**src/rtl/mbx_pkg.sv**
```systemverilog
package mbx_pkg;
    localparam int unsigned NSLV  = 3;
    localparam int unsigned SEL_W = 2;

    typedef logic [SEL_W-1:0] sel_t;

    typedef enum logic [1:0] {
        SZ_BYTE = 2'b00,
        SZ_HALF = 2'b01,
        SZ_WORD = 2'b10,
        SZ_RSVD = 2'b11
    } size_e;

    typedef enum logic [1:0] {
        ST_IDLE = 2'd0,
        ST_WAIT = 2'd1,
        ST_ERR  = 2'd2
    } trk_st_e;

    typedef struct packed {
        trk_st_e st;
        sel_t    sel;
    } trk_t;
endpackage

```
**src/rtl/mbx_decode.sv**
```systemverilog
module mbx_decode #(
    parameter int unsigned ADDR_W = 32,
    parameter int unsigned NREG   = 3,
    parameter logic [NREG*ADDR_W-1:0] REG_BASE = '0,
    parameter logic [NREG*8-1:0]      REG_LOG2 = '0
) (
    input  logic [ADDR_W-1:0] addr,
    output logic [NREG-1:0]   hit
);
    for (genvar g = 0; g < NREG; g++) begin : g_reg
        localparam logic [ADDR_W-1:0] BASE_G = REG_BASE[g*ADDR_W +: ADDR_W];
        localparam int unsigned       SPAN_G = int'(REG_LOG2[g*8 +: 8]);
        localparam logic [ADDR_W-1:0] MASK_G = {ADDR_W{1'b1}} << SPAN_G;
        assign hit[g] = ((addr & MASK_G) == (BASE_G & MASK_G));
    end
endmodule

```
**src/rtl/mbx_align.sv**
```systemverilog
module mbx_align
    import mbx_pkg::*;
#(
    parameter int unsigned STRB_W = 4
) (
    input  logic [1:0] size,
    input  logic [1:0] addr_lo,
    output logic       ok
);
    localparam bit HALF_FITS = (STRB_W >= 2);
    localparam bit WORD_FITS = (STRB_W >= 4);

    always_comb begin
        unique case (size_e'(size))
            SZ_BYTE: ok = 1'b1;
            SZ_HALF: ok = HALF_FITS && (addr_lo[0] == 1'b0);
            SZ_WORD: ok = WORD_FITS && (addr_lo == 2'b00);
            default: ok = 1'b0;
        endcase
    end
endmodule

```
**src/rtl/mbx_track.sv**
```systemverilog
module mbx_track
    import mbx_pkg::*;
(
    input  logic clk,
    input  logic rst_n,
    input  logic m_req_valid,
    input  logic req_ok,
    input  sel_t req_sel,
    input  logic sel_ready,
    input  logic m_rsp_ready,
    input  logic sel_rsp_valid,
    output logic idle,
    output logic wait_act,
    output logic err_pend,
    output sel_t sel_q
);
    trk_t st_d, st_q;

    always_comb begin
        st_d = st_q;
        unique case (st_q.st)
            ST_IDLE: begin
                if (m_req_valid) begin
                    if (!req_ok) begin
                        st_d.st = ST_ERR;
                    end else if (sel_ready) begin
                        st_d.st  = ST_WAIT;
                        st_d.sel = req_sel;
                    end
                end
            end
            ST_WAIT: begin
                if (sel_rsp_valid && m_rsp_ready) st_d.st = ST_IDLE;
            end
            ST_ERR: begin
                if (m_rsp_ready) st_d.st = ST_IDLE;
            end
            default: st_d.st = ST_IDLE;
        endcase
    end

    always_ff @(posedge clk) begin
        if (!rst_n) begin
            st_q <= '{st: ST_IDLE, sel: '0};
        end else begin
            st_q <= st_d;
        end
    end

    assign idle     = (st_q.st == ST_IDLE);
    assign wait_act = (st_q.st == ST_WAIT);
    assign err_pend = (st_q.st == ST_ERR);
    assign sel_q    = st_q.sel;
endmodule

```
**src/rtl/mbx_rsp_mux.sv**
```systemverilog
module mbx_rsp_mux
    import mbx_pkg::*;
#(
    parameter int unsigned DATA_W = 32
) (
    input  logic                   wait_act,
    input  logic                   err_pend,
    input  sel_t                   sel_q,
    input  logic                   m_rsp_ready,
    input  logic [NSLV-1:0]        s_rsp_valid,
    input  logic [NSLV*DATA_W-1:0] s_rsp_rdata,
    input  logic [NSLV-1:0]        s_rsp_err,
    output logic [NSLV-1:0]        s_rsp_ready,
    output logic                   sel_rsp_valid,
    output logic                   m_rsp_valid,
    output logic [DATA_W-1:0]      m_rsp_rdata,
    output logic                   m_rsp_err
);
    logic [DATA_W-1:0] pick_data;
    logic              pick_err;

    always_comb begin
        sel_rsp_valid = 1'b0;
        pick_data     = '0;
        pick_err      = 1'b0;
        for (int k = 0; k < NSLV; k++) begin
            if (sel_q == SEL_W'(k)) begin
                sel_rsp_valid = s_rsp_valid[k];
                pick_data     = s_rsp_rdata[k*DATA_W +: DATA_W];
                pick_err      = s_rsp_err[k];
            end
        end
    end

    for (genvar g = 0; g < NSLV; g++) begin : g_rdy
        assign s_rsp_ready[g] = wait_act && (sel_q == SEL_W'(g)) && m_rsp_ready;
    end

    always_comb begin
        if (wait_act) begin
            m_rsp_valid = sel_rsp_valid;
            m_rsp_rdata = pick_data;
            m_rsp_err   = pick_err;
        end else begin
            m_rsp_valid = err_pend;
            m_rsp_rdata = '0;
            m_rsp_err   = err_pend;
        end
    end
endmodule

```
**src/rtl/mbx_interconnect.sv**
```systemverilog
module mbx_interconnect
    import mbx_pkg::*;
#(
    parameter int unsigned ADDR_W    = 32,
    parameter int unsigned DATA_W    = 32,
    parameter logic [ADDR_W-1:0] IMEM_BASE = 32'h2000_0000,
    parameter int unsigned       IMEM_LOG2 = 16,
    parameter logic [ADDR_W-1:0] DMEM_BASE = 32'h8000_0000,
    parameter int unsigned       DMEM_LOG2 = 16,
    parameter logic [ADDR_W-1:0] MMIO_BASE = 32'h1000_0000,
    parameter int unsigned       MMIO_LOG2 = 12
) (
    input  logic                   clk,
    input  logic                   rst_n,
    input  logic                   m_req_valid,
    output logic                   m_req_ready,
    input  logic [ADDR_W-1:0]      m_req_addr,
    input  logic                   m_req_we,
    input  logic [1:0]             m_req_size,
    input  logic [DATA_W-1:0]      m_req_wdata,
    input  logic [DATA_W/8-1:0]    m_req_wstrb,
    output logic                   m_rsp_valid,
    input  logic                   m_rsp_ready,
    output logic [DATA_W-1:0]      m_rsp_rdata,
    output logic                   m_rsp_err,
    output logic [NSLV-1:0]        s_req_valid,
    input  logic [NSLV-1:0]        s_req_ready,
    output logic [ADDR_W-1:0]      s_req_addr,
    output logic                   s_req_we,
    output logic [1:0]             s_req_size,
    output logic [DATA_W-1:0]      s_req_wdata,
    output logic [DATA_W/8-1:0]    s_req_wstrb,
    input  logic [NSLV-1:0]        s_rsp_valid,
    output logic [NSLV-1:0]        s_rsp_ready,
    input  logic [NSLV*DATA_W-1:0] s_rsp_rdata,
    input  logic [NSLV-1:0]        s_rsp_err
);
    localparam int unsigned STRB_W = DATA_W / 8;
    localparam logic [NSLV*ADDR_W-1:0] REG_BASE = {MMIO_BASE, DMEM_BASE, IMEM_BASE};
    localparam logic [NSLV*8-1:0] REG_LOG2 = {8'(MMIO_LOG2), 8'(DMEM_LOG2), 8'(IMEM_LOG2)};

    logic [NSLV-1:0] hit;
    logic            any_hit;
    logic            align_ok;
    logic            req_ok;
    sel_t            req_sel;
    logic            sel_ready;
    logic            idle;
    logic            wait_act;
    logic            err_pend;
    sel_t            sel_q;
    logic            sel_rsp_valid;

    mbx_decode #(
        .ADDR_W  (ADDR_W),
        .NREG    (NSLV),
        .REG_BASE(REG_BASE),
        .REG_LOG2(REG_LOG2)
    ) u_decode (
        .addr(m_req_addr),
        .hit (hit)
    );

    mbx_align #(
        .STRB_W(STRB_W)
    ) u_align (
        .size   (m_req_size),
        .addr_lo(m_req_addr[1:0]),
        .ok     (align_ok)
    );

    always_comb begin
        req_sel = '0;
        for (int k = 0; k < NSLV; k++) begin
            if (hit[k]) req_sel = SEL_W'(k);
        end
    end

    assign any_hit   = |hit;
    assign req_ok    = any_hit && align_ok;
    assign sel_ready = |(s_req_ready & hit);

    mbx_track u_track (
        .clk          (clk),
        .rst_n        (rst_n),
        .m_req_valid  (m_req_valid),
        .req_ok       (req_ok),
        .req_sel      (req_sel),
        .sel_ready    (sel_ready),
        .m_rsp_ready  (m_rsp_ready),
        .sel_rsp_valid(sel_rsp_valid),
        .idle         (idle),
        .wait_act     (wait_act),
        .err_pend     (err_pend),
        .sel_q        (sel_q)
    );

    for (genvar g = 0; g < NSLV; g++) begin : g_req
        assign s_req_valid[g] = idle && m_req_valid && req_ok && hit[g];
    end

    assign m_req_ready = idle && (!req_ok || sel_ready);
    assign s_req_addr  = m_req_addr;
    assign s_req_we    = m_req_we;
    assign s_req_size  = m_req_size;
    assign s_req_wdata = m_req_wdata;
    assign s_req_wstrb = m_req_wstrb;

    mbx_rsp_mux #(
        .DATA_W(DATA_W)
    ) u_rsp (
        .wait_act     (wait_act),
        .err_pend     (err_pend),
        .sel_q        (sel_q),
        .m_rsp_ready  (m_rsp_ready),
        .s_rsp_valid  (s_rsp_valid),
        .s_rsp_rdata  (s_rsp_rdata),
        .s_rsp_err    (s_rsp_err),
        .s_rsp_ready  (s_rsp_ready),
        .sel_rsp_valid(sel_rsp_valid),
        .m_rsp_valid  (m_rsp_valid),
        .m_rsp_rdata  (m_rsp_rdata),
        .m_rsp_err    (m_rsp_err)
    );
endmodule

```
**config.mk**
```make
export PLATFORM = sky130hd
export DESIGN_NAME = mbx_interconnect
export DESIGN_NICKNAME = d
export VERILOG_FILES = /design/src/rtl/mbx_pkg.sv /design/src/rtl/mbx_decode.sv /design/src/rtl/mbx_align.sv /design/src/rtl/mbx_track.sv /design/src/rtl/mbx_rsp_mux.sv /design/src/rtl/mbx_interconnect.sv
export SDC_FILE = /design/constraint.sdc
export NUM_CORES = 1
export LEC_CHECK = 0
export BUFFER_PORTS_ARGS = -buffer_cell sky130_fd_sc_hd__buf_2
export CAP_MARGIN = 20
export CORE_AREA = 2 2 112 114
export DETAILED_ROUTE_END_ITERATION = 12
export DIE_AREA = 0 0 114 116
export PLACE_DENSITY_LB_ADDON = 0.05
export SLEW_MARGIN = 20
export SYNTH_ARGS = -nofsm -noshare
export SYNTH_HDL_FRONTEND = slang
export SYNTH_SLANG_ARGS = --single-unit
```
**constraint.sdc**
```tcl
create_clock -name clk -period 3.76 [get_ports clk]
set_input_delay 0.752 -clock clk [delete_from_list [all_inputs] [get_ports clk]]
set_output_delay 0.752 -clock clk [all_outputs]
set_load 0.02 [all_outputs]
```
==> summary.txt <==
FMAX: 314 MHz
Worst-Skew Late Latency: 220 ps
Yosys reg bits: 4
final hold vios: 0
Synth Warn #: 0
Post-synth top flop: dfxtp_1
post-DP HPWL: 5.94 mm
Final nets: 573
Die H: 116 um
total power: 0.366 mW
Tmin final: 3190 ps
P_leak: 1.26 nW
first-pass GRT wire length: 10.5 mm
WP data arrival: 2440 ps
share of cells above drive strength 1: 54.5%
filler cell count: 1,370
CTS root buf: clkbuf_16
most common cell after layout, fill and taps aside: buf_2
Num CTS Buffers: 3
post-CTS sizing: 0
vias in the first global route: 2,096
# IOs: 292
Hold WC Path Type: reg2reg
post-CTS setup buffers: 0
RSZ-0062 raised after global routing: no
vias per cell: 4.06
delay-heaviest family, CP: simple AND/OR/NAND/NOR gates
antenna violations before repair: 0
Buf/Inv on CP: 2
core footprint: 0.0119 mm2
part of the cycle the worst path needs: 84.8%
most frequent cells in the layout: buf_2, nor2_1, mux2i_1
CTS clk-pin slew, worst paths: 30 ps
number of inserted diodes: 0
ANT nets after route: 0
clk_skew: 0.162 ps
GP Congestion: 0.702
Initial Utilization: 15.1%
PortBufs: 197
Pre-antenna DRT Iters: 4
final setup TNS: 0 ps
max incr delay on CP: 490 ps
Syn Nets: 453
highest-delay cell along the critical path: or3_4
Seq/Total Area, Yosys: 4.46%
WS Path Type: in2out
area growth from synthesis to layout: 38.4%
cell count after synthesis: 273
row cnt: 40
peak supply drop: 0.109 mV
DRT Wirelength: 7.40 mm
Final setup viols: 0
synthesized cell area: 0.00179 mm2
Crit Path Max Fanout: 4
critical-path cell list: buf_2 -> nor4_1 -> nand4_1 -> or3_4 -> nor4b_1 -> buf_2
Hold Buf Count CTS: 0
Slew Viols, Final: 0
most used cell along the critical path: buf_2
GRT overflow: 0
Vias: 2,184
crit path launch type: input port
Worst Hold Slack: 671 ps
Total GRT Usage: 10.0%
Die Width: 114 um
die area: 0.0132 mm2
worst slew pin tran: 489 ps
worst path required time: 3010 ps
TritonCTS clock tree: built
CTS sink count: 4
ys async rst share: 0%
slew margin rel.: 67.4%
htree depth: 1
PwrDens: 147 mW/mm2
CP endpoint kind: output pin
status: finished, final reports clean
Post-synth EDFFs: 0
CTS Buffer Depth: 2
initial DRC count: 47
Wirelength per Cell: 13.8 um
Residual DRC: 0
pin count of the biggest net entering global routing: 38
Yosys cell types: 34
Max Cap Viol: 0
syn_area_per_cell: 6.57 um2
cell usage after synthesis, drive strengths merged (2+ instances only):
library cell	n	share of area, %
buf	77	31
nor2	69	14
mux2i	36	20
a21oi	35	9.8
clkbuf	10	2.1
nand2	7	1.5
dfxtp	4	4.5
nor3	4	1.1
nor3b	4	2.3
nor2b	3	1.0
nor4	3	1.9
nand2b	2	0.70
nand3	2	0.56
stage by stage:
step	cell area, um2	utilization, %	setup slack, ps	std cells
after floorplan	1790	-	603	273
after global placement	2410	20.2	553	535
after detailed placement	2410	20.2	541	535
after CTS	2480	20.8	540	538
after global routing	2480	20.8	396	538
final	2480	20.8	571	538
worst min-delay path, stage by stage (launching register included):
cell     delay [ps]
dfxtp_1         400
nor3b_1          90
nand2_1          60
o32ai_1          70
path summary, 6_finish.rpt:
check | depth (start not counted) | from | slack (ps) | end
hold reg to reg | 3 | u_track.st_q[2] | 670 | u_track.st_q[3]
hold / removal | 3 | u_track.st_q[2] | 670 | u_track.st_q[3]
setup reg to reg | 5 | u_track.sel_q[0] | 1890 | u_track.st_q[2]
setup / recovery | 6 | m_req_addr[25] | 570 | s_req_valid[0]
power by group:
group | total, mW | switching (mW) | internal (mW)
clock | 0.162 | 0.0266 | 0.136
combinational | 0.158 | 0.0762 | 0.0817
sequential | 0.0458 | 0.00210 | 0.0437
registers in the layout, indices dropped and copies added, names as in the netlist:
name	flops
u_track.sel_q	2
u_track.st_q	2
logic make-up after synthesis:
logic type	Yosys count	synth area share, %
simple gates	100	26.4
buf+inv	88	33.5
compound gates	44	15.1
mux	36	20.1
flops	4	4.46
xor+xnor	1	0.488
cell type report:
type | instances | area, um2 | area share, %
multi-input combinational | 181 | 1110 | 44.9
timing repair buffer | 202 | 1020 | 41.2
clock buffer | 3 | 75.1 | 3.02
sequential | 4 | 81.3 | 3.28
tap | 147 | 184 | 7.41
inverter | 1 | 3.75 | 0.151
layer usage:
metal | GRT usage, % | vias to the layer above | share of wire, %
met4 | 2.93 | 0 | 1.3
met1 | 11.7 | 961 | 40
met5 | 0 | - | 0
met2 | 19.2 | 116 | 52
li1 | - | 1091 | -
met3 | 0.994 | 16 | 6.6
No activity file was read; power rests on OpenSTA's default activity.
